## src/rtl/dar_pkg.sv

```systemverilog
package dar_pkg;
  localparam int NUM_CH = 2;
  typedef enum logic [0:0] {ST_IDLE, ST_RUN} dar_state_e;
endpackage

```

## src/rtl/dar_rate_timer.sv

```systemverilog
module dar_rate_timer #(
  parameter int RATE_W = 16
) (
  input  logic              clk_i,
  input  logic              rst_ni,
  input  logic [RATE_W-1:0] period_i,
  output logic              tick_o
);
  logic [RATE_W-1:0] cnt_q;

  assign tick_o = (period_i != '0) && (cnt_q == period_i - 1'b1);

  always_ff @(posedge clk_i or negedge rst_ni) begin
    if (!rst_ni)                       cnt_q <= '0;
    else if (period_i == '0)           cnt_q <= '0;
    else if (cnt_q >= period_i - 1'b1) cnt_q <= '0;
    else                               cnt_q <= cnt_q + 1'b1;
  end
endmodule

```

## src/rtl/dar_half_timer.sv

```systemverilog
module dar_half_timer #(
  parameter int DIV_W = 8
) (
  input  logic             clk_i,
  input  logic             rst_ni,
  input  logic             run_i,
  input  logic [DIV_W-1:0] half_i,
  output logic             expire_o
);
  logic [DIV_W-1:0] cnt_q;

  assign expire_o = run_i && (cnt_q == half_i - 1'b1);

  always_ff @(posedge clk_i or negedge rst_ni) begin
    if (!rst_ni)                 cnt_q <= '0;
    else if (!run_i || expire_o) cnt_q <= '0;
    else                         cnt_q <= cnt_q + 1'b1;
  end
endmodule

```

## src/rtl/dar_chan_capture.sv

```systemverilog
module dar_chan_capture #(
  parameter int RES_W  = 12,
  parameter int BITS_W = 4
) (
  input  logic              clk_i,
  input  logic              rst_ni,
  input  logic              clear_i,
  input  logic              shift_i,
  input  logic              bit_i,
  input  logic [BITS_W-1:0] keep_i,
  output logic [RES_W-1:0]  word_o
);
  localparam logic [BITS_W-1:0] RES_B = BITS_W'(RES_W);

  logic [RES_W-1:0]  sh_q, aligned, mask;
  logic [BITS_W-1:0] nb_q;

  always_ff @(posedge clk_i or negedge rst_ni) begin
    if (!rst_ni) begin
      sh_q <= '0;
      nb_q <= '0;
    end else if (clear_i) begin
      sh_q <= '0;
      nb_q <= '0;
    end else if (shift_i) begin
      sh_q <= {sh_q[RES_W-2:0], bit_i};
      if (nb_q != RES_B) nb_q <= nb_q + 1'b1;
    end
  end

  // left-align the bits taken, then keep only the K MSBs
  always_comb begin
    aligned = sh_q << (RES_B - nb_q);
    mask    = ~({RES_W{1'b1}} >> keep_i);
    word_o  = aligned & mask;
  end
endmodule

```

## src/rtl/dual_adc_reader.sv

```systemverilog
module dual_adc_reader
  import dar_pkg::*;
#(
  parameter int DIV_W  = 8,
  parameter int RATE_W = 16,
  parameter int RES_W  = 12,
  parameter int LEAD_N = 4,
  parameter int OUT_W  = 16,
  localparam int BITS_W = $clog2(RES_W + 1)
) (
  input  logic              clk_i,
  input  logic              rst_ni,
  input  logic              start_i,
  input  logic [DIV_W-1:0]  cfg_div_i,
  input  logic [RATE_W-1:0] cfg_rate_i,
  input  logic              cfg_single_i,
  input  logic              cfg_fall_cap_i,
  input  logic [BITS_W-1:0] cfg_bits_i,
  output logic              cs_no,
  output logic              sclk_o,
  input  logic              sdata_a_i,
  input  logic              sdata_b_i,
  output logic [OUT_W-1:0]  result_a_o,
  output logic [OUT_W-1:0]  result_b_o,
  output logic              valid_o,
  output logic              busy_o
);
  localparam int SLOT  = LEAD_N + RES_W;
  localparam int IDX_W = $clog2(2 * SLOT + 2);
  localparam logic [IDX_W-1:0]  LEAD_I  = IDX_W'(LEAD_N);
  localparam logic [IDX_W-1:0]  SLOT_I  = IDX_W'(SLOT);
  localparam logic [IDX_W-1:0]  BLEAD_I = IDX_W'(SLOT + LEAD_N);
  localparam logic [IDX_W-1:0]  SLOT2_I = IDX_W'(2 * SLOT);
  localparam logic [BITS_W-1:0] RES_B   = BITS_W'(RES_W);

  dar_state_e state_q;
  logic cs_q, sclk_q, first_q, fin_q, valid_q, single_q, fall_q;
  logic [DIV_W-1:0]  div_q, div_eff;
  logic [BITS_W-1:0] bits_q, bits_eff;
  logic [IDX_W-1:0]  idx_q, idx_n, total_q, total_eff;
  logic [OUT_W-1:0]  res_a_q, res_b_q;
  logic tick, expire, trig, cap, step, in_a, in_b;
  logic [NUM_CH-1:0] shift_v, bit_v;
  logic [RES_W-1:0]  word_v [NUM_CH];

  dar_rate_timer #(.RATE_W(RATE_W)) u_rate (
    .clk_i(clk_i), .rst_ni(rst_ni), .period_i(cfg_rate_i), .tick_o(tick)
  );

  dar_half_timer #(.DIV_W(DIV_W)) u_half (
    .clk_i(clk_i), .rst_ni(rst_ni), .run_i(state_q == ST_RUN),
    .half_i(div_q), .expire_o(expire)
  );

  always_comb begin
    bits_eff  = (cfg_bits_i == '0 || cfg_bits_i > RES_B) ? RES_B : cfg_bits_i;
    div_eff   = (cfg_div_i == '0) ? DIV_W'(1) : cfg_div_i;
    total_eff = (cfg_single_i ? BLEAD_I : LEAD_I) + IDX_W'(bits_eff);
    trig      = (start_i | tick) && (state_q == ST_IDLE);
    // rising capture: edge after each fall; falling capture: every fall but the first
    cap       = fall_q ? (sclk_q && first_q) : !sclk_q;
    step      = (state_q == ST_RUN) && expire && !fin_q;
    idx_n     = idx_q + 1'b1;
    in_a      = (idx_n > LEAD_I) && (idx_n <= SLOT_I);
    in_b      = single_q ? ((idx_n > BLEAD_I) && (idx_n <= SLOT2_I)) : in_a;
    shift_v   = {step && cap && in_b, step && cap && in_a};
    bit_v     = {single_q ? sdata_a_i : sdata_b_i, sdata_a_i};
  end

  for (genvar c = 0; c < NUM_CH; c++) begin : g_ch
    dar_chan_capture #(.RES_W(RES_W), .BITS_W(BITS_W)) u_cap (
      .clk_i(clk_i), .rst_ni(rst_ni), .clear_i(trig),
      .shift_i(shift_v[c]), .bit_i(bit_v[c]), .keep_i(bits_q),
      .word_o(word_v[c])
    );
  end

  always_ff @(posedge clk_i or negedge rst_ni) begin
    if (!rst_ni) begin
      state_q  <= ST_IDLE;
      cs_q     <= 1'b1;
      sclk_q   <= 1'b1;
      first_q  <= 1'b0;
      fin_q    <= 1'b0;
      valid_q  <= 1'b0;
      single_q <= 1'b0;
      fall_q   <= 1'b0;
      div_q    <= DIV_W'(1);
      bits_q   <= RES_B;
      idx_q    <= '0;
      total_q  <= '0;
      res_a_q  <= '0;
      res_b_q  <= '0;
    end else begin
      valid_q <= 1'b0;
      unique case (state_q)
        ST_IDLE: begin
          if (trig) begin
            div_q    <= div_eff;
            bits_q   <= bits_eff;
            single_q <= cfg_single_i;
            fall_q   <= cfg_fall_cap_i;
            total_q  <= total_eff;
            cs_q     <= 1'b0;
            idx_q    <= '0;
            first_q  <= 1'b0;
            fin_q    <= 1'b0;
            state_q  <= ST_RUN;
          end
        end
        ST_RUN: begin
          if (expire) begin
            if (fin_q) begin
              cs_q    <= 1'b1;
              sclk_q  <= 1'b1;
              valid_q <= 1'b1;
              state_q <= ST_IDLE;
              res_a_q <= {{(OUT_W-RES_W){word_v[0][RES_W-1]}}, word_v[0]};
              res_b_q <= {{(OUT_W-RES_W){word_v[1][RES_W-1]}}, word_v[1]};
            end else begin
              sclk_q <= !sclk_q;
              if (sclk_q) first_q <= 1'b1;
              if (cap) begin
                idx_q <= idx_n;
                if (idx_n == total_q) fin_q <= 1'b1;
              end
            end
          end
        end
        default: state_q <= ST_IDLE;
      endcase
    end
  end

  assign cs_no      = cs_q;
  assign sclk_o     = sclk_q;
  assign valid_o    = valid_q;
  assign busy_o     = (state_q == ST_RUN);
  assign result_a_o = res_a_q;
  assign result_b_o = res_b_q;
endmodule

```

## config.mk

```make
export PLATFORM = sky130hd
export DESIGN_NAME = dual_adc_reader
export DESIGN_NICKNAME = d
export VERILOG_FILES = /design/src/rtl/dar_pkg.sv /design/src/rtl/dar_rate_timer.sv /design/src/rtl/dar_half_timer.sv /design/src/rtl/dar_chan_capture.sv /design/src/rtl/dual_adc_reader.sv
export SDC_FILE = /design/constraint.sdc
export NUM_CORES = 1
export LEC_CHECK = 0
export ABC_CLOCK_PERIOD_IN_PS = 3480
export BUFFER_PORTS_ARGS = -buffer_cell sky130_fd_sc_hd__buf_2
export CAP_MARGIN = 20
export CELL_PAD_IN_SITES_DETAIL_PLACEMENT = 0
export CELL_PAD_IN_SITES_GLOBAL_PLACEMENT = 1
export CORE_ASPECT_RATIO = 0.75
export CORE_MARGIN = 8
export CORE_UTILIZATION = 40
export CTS_CLUSTER_SIZE = 8
export DETAILED_ROUTE_END_ITERATION = 7
export PLACE_DENSITY = 0.7
export SLEW_MARGIN = 0
export SYNTH_ARGS = -nofsm -noshare
export SYNTH_HDL_FRONTEND = slang
export SYNTH_SLANG_ARGS = --single-unit
export TNS_END_PERCENT = 1
```

## constraint.sdc

```tcl
create_clock -name clk_i -period 3.48 [get_ports clk_i]
set_input_delay 1.044 -clock clk_i [delete_from_list [all_inputs] [get_ports clk_i]]
set_output_delay 1.044 -clock clk_i [all_outputs]
set_load 0.005 [all_outputs]
```

After elaboration in Yosys (flattened, before gate mapping)
Cells that the tools add are included.
- register bits: 112
- input port bits: 35
- output and inout bits: 36
- logic and storage cells: 133
- $add $sub $neg: 10
- order comparisons: 6
- equality and inequality tests: 11
- shift-type cells: 3
- multiplexer cells: 45
- bitwise operators: 5
- reduce and logical (&&, ||, !) cells: 33
- operators by type and width (kind ; number):
    $mux 12 ; 4
    $mux 16 ; 2
    $mux 4 ; 7
    $and 12x12->12 ; 2
    $mux 6 ; 4
    $shl 12x4->12 ; 2
    $mux 1 ; 20
    $add 16x1->16 const B ; 1
    $eq 16x16->1 ; 1
    $ge 16x16->1 ; 1
    $logic_not 16->1 ; 1
    $mux 8 ; 2
    $reduce_bool 16->1 ; 1
    $sub 16x1->16 const B ; 1
    $not 12->12 ; 1
    $pmux 6 s2 ; 1
    $shr 12x4->12 const A ; 1
    $logic_and 1x1->1 ; 11
    $ne 2x1->1 const B ; 5
    $reduce_and 2->1 ; 5
    $add 4x1->4 const B ; 2
    $add 8x1->8 const B ; 1
    $eq 8x8->1 ; 1
    $logic_not 8->1 ; 1
    other kinds (22) ; 35

Depth between registers and ports, before layout
- depth after elaboration: 9
- depth in mapped cells: 16
- mapped depth without buffers: 14

Cells and area by module
From an unflattened synthesis, not the netlist that was laid out.
- cell total of the unflattened synthesis: 792
- area, all modules: 7372.1 um2
- modules (own cells, without submodules) (module ; instances ; cells each ; area an instance (um2) ; seq. area each (um2)):
    dual_adc_reader ; 1 ; 249 ; 2668.8 ; 1357.6
    dar_chan_capture ; 2 ; 143 ; 1266.2 ; 400.4
    dar_rate_timer ; 1 ; 174 ; 1485.2 ; 400.4
    dar_half_timer ; 1 ; 83 ; 685.7 ; 200.2

Worst setup path after synthesis
OpenSTA, ideal clock, no wires.
- kind: input to register
- from: in cfg_rate_i[1]
- to: reg u_rate.cnt_q[10]
- setup time: 72 ps
- arrival time: 3932 ps
- required time: 3408 ps
- path slack: -525 ps
- cell stages on the path: 16
- path buffers: 2
- path through: nor3_1 nand2b_1 or3_1 nand2b_1 nor2_1 xnor2_1 ha_1 a21o_1 a21o_1 a21o_1 a21oi_1 nor2_1 or4_1 clkbuf_1 clkbuf_1 nor2_1
- cells in the longest elaborated chain, start to end: 4
- elaborated cells on any way between the ends: 5
- classes of those cells: 1 x add/sub; 1 x order compare; 2 x mux; 1 x reduce/logical
- ends and longest elaborated chain (item ; line ; RTL):
    from (decl) ; dual_adc_reader.sv:15 ; input logic [RATE_W-1:0] cfg_rate_i,
    $sub 16x1->16 ; dar_rate_timer.sv:16 ; else if (cnt_q >= period_i - 1'b1) cnt_q <= '0;
    $ge 16x16->1 ; dar_rate_timer.sv:16 ;
    $mux 16 ; dar_rate_timer.sv:16 ;
    $mux 16 (*) ; dar_rate_timer.sv:15 ; else if (period_i == '0) cnt_q <= '0;
    to (signal assigned) ; dar_rate_timer.sv:17 ; else cnt_q <= cnt_q + 1'b1;
    to (decl) ; dar_rate_timer.sv:9 ; logic [RATE_W-1:0] cnt_q;
Every way passes the cells marked *; elsewhere a longest branch is shown, timed or not.
A chain may end at the register's enable or synchronous reset.

Worst setup path after layout
- from: in cfg_rate_i[2]
- to: reg u_rate.cnt_q[10]
The elaborated chain is that of the path after synthesis.

==> results.md <==
- The worst hold path belongs to the class reg -> reg.
- For this run, the slowest stage of the critical path takes 0.51 ns.
- The timing startpoint of the critical path is cfg_rate_i[2].
- Entering global routing, the biggest net connects 46 pins.
- The standby leakage power is 0.00374 µW.
- Setup repair after global routing could not meet its margin everywhere.
- The routed layout has 5,911 vias.
- The startpoint type of the worst setup path is a primary input.
- The share of power burned in registers is 0.370.
- The main combinational cell family by area after synthesis is simple AND/OR/NAND/NOR gates.
- The run finished, with violations left.
- The worst setup path is captured at a flip-flop.
- In the post-route analysis, the smallest setup slack over all paths is -0.145 ns.
- The routed design has 18,100 µm of wire.
- Counting the buffers created by CTS gives 9.
- The total die area is 0.0225 mm².
- In the routed layout, each cell is associated on average with a via count of 5.37.
- Cell internal power was estimated by the tool at 3270 µW.
- The buffer type at the clock tree root is sky130_fd_sc_hd__clkbuf_16.
- The initial utilization of the core area, before any placement, comes to 0.406.
- The combinational power share is 0.458.
- Including well taps, the total number of placed cells is 1,083.
- The TritonCTS clock tree is built.
- Of the available clock period, the critical path in the final layout requires 1.04.
- Counting every instance in the synthesized netlist gives 782.
- The number of max-slew violations in the final report was 0.
- Synthesis instantiated 68 different standard cells from the library.
- Of the post-synthesis cell area, the dominant cell type holds 0.367.
- Setup violations remaining at the end of the flow were counted as 45.
- The net switching component of the power is 2500 µW.
- For the pin with the worst max-slew slack, the measured transition is 0.933 ns.
- The routed wire length per instance is 16.4 µm.
- The largest buffer count on any clock path is 2.
- The final layout contains 916 nets.
- The post-synthesis adder-cell area fraction is 0.0472.
- The total routing usage reported by global routing is 0.164.
- After detailed routing, the number of remaining DRC violations is 0.
- The commonest cells after synthesis are 105 x sky130_fd_sc_hd__dfrtp_1, 102 x sky130_fd_sc_hd__nand2_1, 69 x sky130_fd_sc_hd__nor2_1.
- Across the routed clock network, the largest skew measured is 0.00941 ns.
- The clock tree synthesis step divided the H-tree into 3 levels.
- The clock network fraction of design power is 0.172.
- Of the post-synthesis cell area, the part taken by muxes is 0.116.
- The critical path data required time is 3.77 ns.
- The filler-free cell count of the finished design is 1,101.
- The post-synthesis share of cell area spent on and, or, nand and nor gates is 0.216.
- Counting flops and latches in the post-synthesis netlist gives 110.
- The count of final hold-check violations came to 0.
- The final core area utilization is 0.472.
- Relative to the synthesized area, the layout overhead comes to 16.2%.
- For this design, the CTS-stage hold fixing added 0 buffers.
- The first-pass detailed-route iteration total is 5.
- The critical path's slowest cell is sky130_fd_sc_hd__or4_4.
- Subtracting the final worst setup slack from the clock period gives 3.62 ns.
- The floorplan has 42 rows.
- The initial antenna violation count came to 0.
- In the post-synthesis netlist, the cell with the most instances is sky130_fd_sc_hd__dfrtp_1.
- The number of DRC markers after the initial detailed-route iteration is 456.
- The worst voltage drop across the vdd grid is 0.315 mV.
- The dominant cell type by area after synthesis is sky130_fd_sc_hd__dfrtp_1.
- 0 antenna diodes ended up in the layout.
- For this run, asynchronously set or reset flops after synthesis account for 1.00.
- The congestion estimate from routability-driven global placement came to 0.859.
- Global routing finished with a remaining overflow of 0.
- The maximum fanout along the worst path is 8.
- Walking the worst path, the cells encountered are buf_8 -> nor3_4 -> nand2b_1 -> or3_4 -> nand3b_1 -> buf_4 -> xor2_2 -> ha_1 -> nand3_2 -> nor3_4 -> a221o_1 -> or4_4 -> buf_8 -> nor2_2.
- Power spread over the standard cell area amounts to 695 mW/mm².
- Of the total synthesized cell area, the portion taken by XOR and XNOR cells is 0.0733.
- For this run, the number of Yosys warnings is 0.
- The share of the Yosys chip area taken by registers is 0.386.
- Data on the critical path arrives at its endpoint at 3.91 ns.
- The completed layout was analyzed and its total power is 5770 µW.
- The internal reg-to-reg setup slack is 0.28 ns.
- The die is 132 µm tall.
- The launch point of the worst hold path is result_b_o[1].
- Clock latency on the worst-skew pair, taken at its later pin, is 0.36 ns.
- The half-perimeter wire length after detailed placement is 13,800 µm.
- The final reports fail on negative setup slack.
- The most used flip-flop cell after synthesis is sky130_fd_sc_hd__dfrtp_1.
- The first global-routing pass estimated 30,200 µm of wire.
- Derived from the worst setup path, the maximum achievable clock frequency is 0.276 GHz.
- The combined area of all synthesized cells is 0.00715 mm².
- The number of buffer cells added on primary ports is 70.
- In the final layout, the share of cells above drive strength 1 is 0.241.
- The average cell area after synthesis is 9.15 µm².
- The compound-cell area share of the yosys netlist is 0.109.
- Ranked by total cell area, the synthesized netlist is headed by sky130_fd_sc_hd__dfrtp_1 37%, sky130_fd_sc_hd__nand2_1 5.4%, sky130_fd_sc_hd__ha_1 4.7%.
- The switching part of the total power is 0.434.
- The startpoint identified for the worst register-to-register timing path is idx_q[0].
- The tree built by TritonCTS fans out to 110 sinks.
- The count of antenna-violating nets left after detailed routing is 0.
- The synthesized design contains 0 enable-type register cells.
- Max-cap violations in this run came to 0.
- The width of the die is 170 µm.
- In this run the count of I/O pins placed on the die edge is 71.
- The via count of the first global-routing pass came to 5,892.
- The kind of critical path is in -> reg.
- The total area inside the core boundary comes to 0.0176 mm².
- The clock transition time at the flip-flop clock pins of the worst setup and hold paths is 0.08 ns.
- The relative slew slack is 0.374.
- The total nets after synthesis is 844.
kinds of logic after synthesis:
kind of cell	Yosys count
fa+ha+maj	27
compound gates	130
xor+xnor	59
simple gates	320
buf+inv	78
mux	58
flops	110
area by class of cell:
type | instances | area (µm²)
clock buffers | 10 | 229
clock inverters | 6 | 46.3
fillers | 1706 | 9290
inverters | 28 | 105
multi-input cells | 594 | 4140
flip-flops and latches | 110 | 2760
well taps | 242 | 303
repair buffers | 111 | 733
path summary, 6_finish.rpt:
kind,endpoint,depth (start not counted)
max reg2reg,g_ch[1].u_cap.sh_q[3],9
min reg2reg,result_b_o[1],1
max,u_rate.cnt_q[10],14
min,result_b_o[1],1
max in group asynchronous,result_b_o[7],2
min in group asynchronous,u_half.cnt_q[7],1
flip-flops by register name, summed over array words and instances, names as in the netlist, 4 cells and up:
register and cells:
u_half.cnt_q 8, g_ch.u_cap.nb_q 8, div_q 8, result_a_o 12, u_rate.cnt_q 16, idx_q 6, total_q 4, g_ch.u_cap.sh_q 24
bits_q 4, result_b_o 12
stage by stage:
step           area [µm²]  hold slack, ns  TNS (ns)  worst slack, ns
6_report             8310           0.487     -3.15           -0.145
5_1_grt              8310           0.522    -15.80           -0.330
4_1_cts              8290           0.493     -1.97           -0.110
3_5_place_dp         7880           0.475    -45.74           -0.713
3_3_place_gp         7880           0.473    -39.00           -0.610
2_1_floorplan        7180           0.460    -16.77           -0.363
power by group through the flow:
| stage | Clock, µW | Combinational [µW] | Sequential [µW] |
|---|---|---|---|
| after global placement | 0 | 2530 | 2140 |
| after CTS | 1030 | 2630 | 2130 |
| after global routing | 1070 | 2950 | 2200 |
| final | 991 | 2650 | 2140 |
| after detailed placement | 0 | 2590 | 2160 |
| after floorplan | 0 | 2120 | 1930 |
routing by layer:
metal	up-vias	share of wire	GRT usage
met4	0	0.0067	0.0287
met2	112	0.45	0.251
met3	11	0.055	0.0386
met5	-	0	0
li1	2869	-	-
met1	2919	0.49	0.233
placed cells by master, fill, tap and decap left out, types with 3 or more instances in the layout:
| cell | synthesis | routed |
|---|---|---|
| sky130_fd_sc_hd__dfrtp_1 | 105 | 105 |
| sky130_fd_sc_hd__nand2_1 | 102 | 102 |
| sky130_fd_sc_hd__buf_2 | 4 | 67 |
| sky130_fd_sc_hd__nor2_1 | 69 | 60 |
| sky130_fd_sc_hd__o21ai_0 | 58 | 57 |
| sky130_fd_sc_hd__nand3_1 | 49 | 47 |
| sky130_fd_sc_hd__xnor2_1 | 37 | 37 |
| sky130_fd_sc_hd__buf_4 | 9 | 35 |
| sky130_fd_sc_hd__a21oi_1 | 32 | 30 |
| sky130_fd_sc_hd__inv_1 | 28 | 28 |
| sky130_fd_sc_hd__ha_1 | 27 | 27 |
| sky130_fd_sc_hd__nor3_1 | 23 | 20 |
| sky130_fd_sc_hd__xor2_1 | 21 | 20 |
| sky130_fd_sc_hd__mux2_4 | 19 | 19 |
| sky130_fd_sc_hd__mux2i_1 | 16 | 16 |
| sky130_fd_sc_hd__and3_1 | 11 | 11 |
| sky130_fd_sc_hd__mux4_2 | 11 | 11 |
| sky130_fd_sc_hd__nand2b_1 | 11 | 10 |
| sky130_fd_sc_hd__nor2_2 | 2 | 10 |
| sky130_fd_sc_hd__clkbuf_16 | 0 | 9 |
| sky130_fd_sc_hd__nand4_1 | 8 | 8 |
| sky130_fd_sc_hd__nor2b_1 | 7 | 7 |
| sky130_fd_sc_hd__a21o_1 | 7 | 6 |
| sky130_fd_sc_hd__a31oi_1 | 6 | 6 |
| sky130_fd_sc_hd__mux2_1 | 6 | 6 |
| sky130_fd_sc_hd__mux2_2 | 6 | 6 |
| sky130_fd_sc_hd__and2_1 | 5 | 5 |
| sky130_fd_sc_hd__nand3b_1 | 5 | 5 |
| sky130_fd_sc_hd__dfstp_2 | 5 | 5 |
| sky130_fd_sc_hd__o21a_1 | 4 | 4 |
| sky130_fd_sc_hd__buf_6 | 6 | 4 |
| sky130_fd_sc_hd__nor4_1 | 4 | 3 |
| sky130_fd_sc_hd__nand3_2 | 1 | 3 |
| sky130_fd_sc_hd__o31ai_1 | 3 | 3 |
| sky130_fd_sc_hd__or3_1 | 4 | 3 |
| sky130_fd_sc_hd__buf_12 | 0 | 3 |
critical path, delay by kind of cell:
family | cells | cell delay, ns
compound gates | 1 | 0.33
simple gates | 8 | 1.61
fa+ha+maj | 1 | 0.32
xor+xnor | 1 | 0.13
buf+inv | 3 | 0.46
what timing repair did:
item	4_1_cts	5_1_grt
endpoints found under the setup margin	76	76
pin swaps	13	2
gates cloned	1	0
buffers inserted	1	0
resized for setup	29	7
Power figures use the tool's default switching activity.
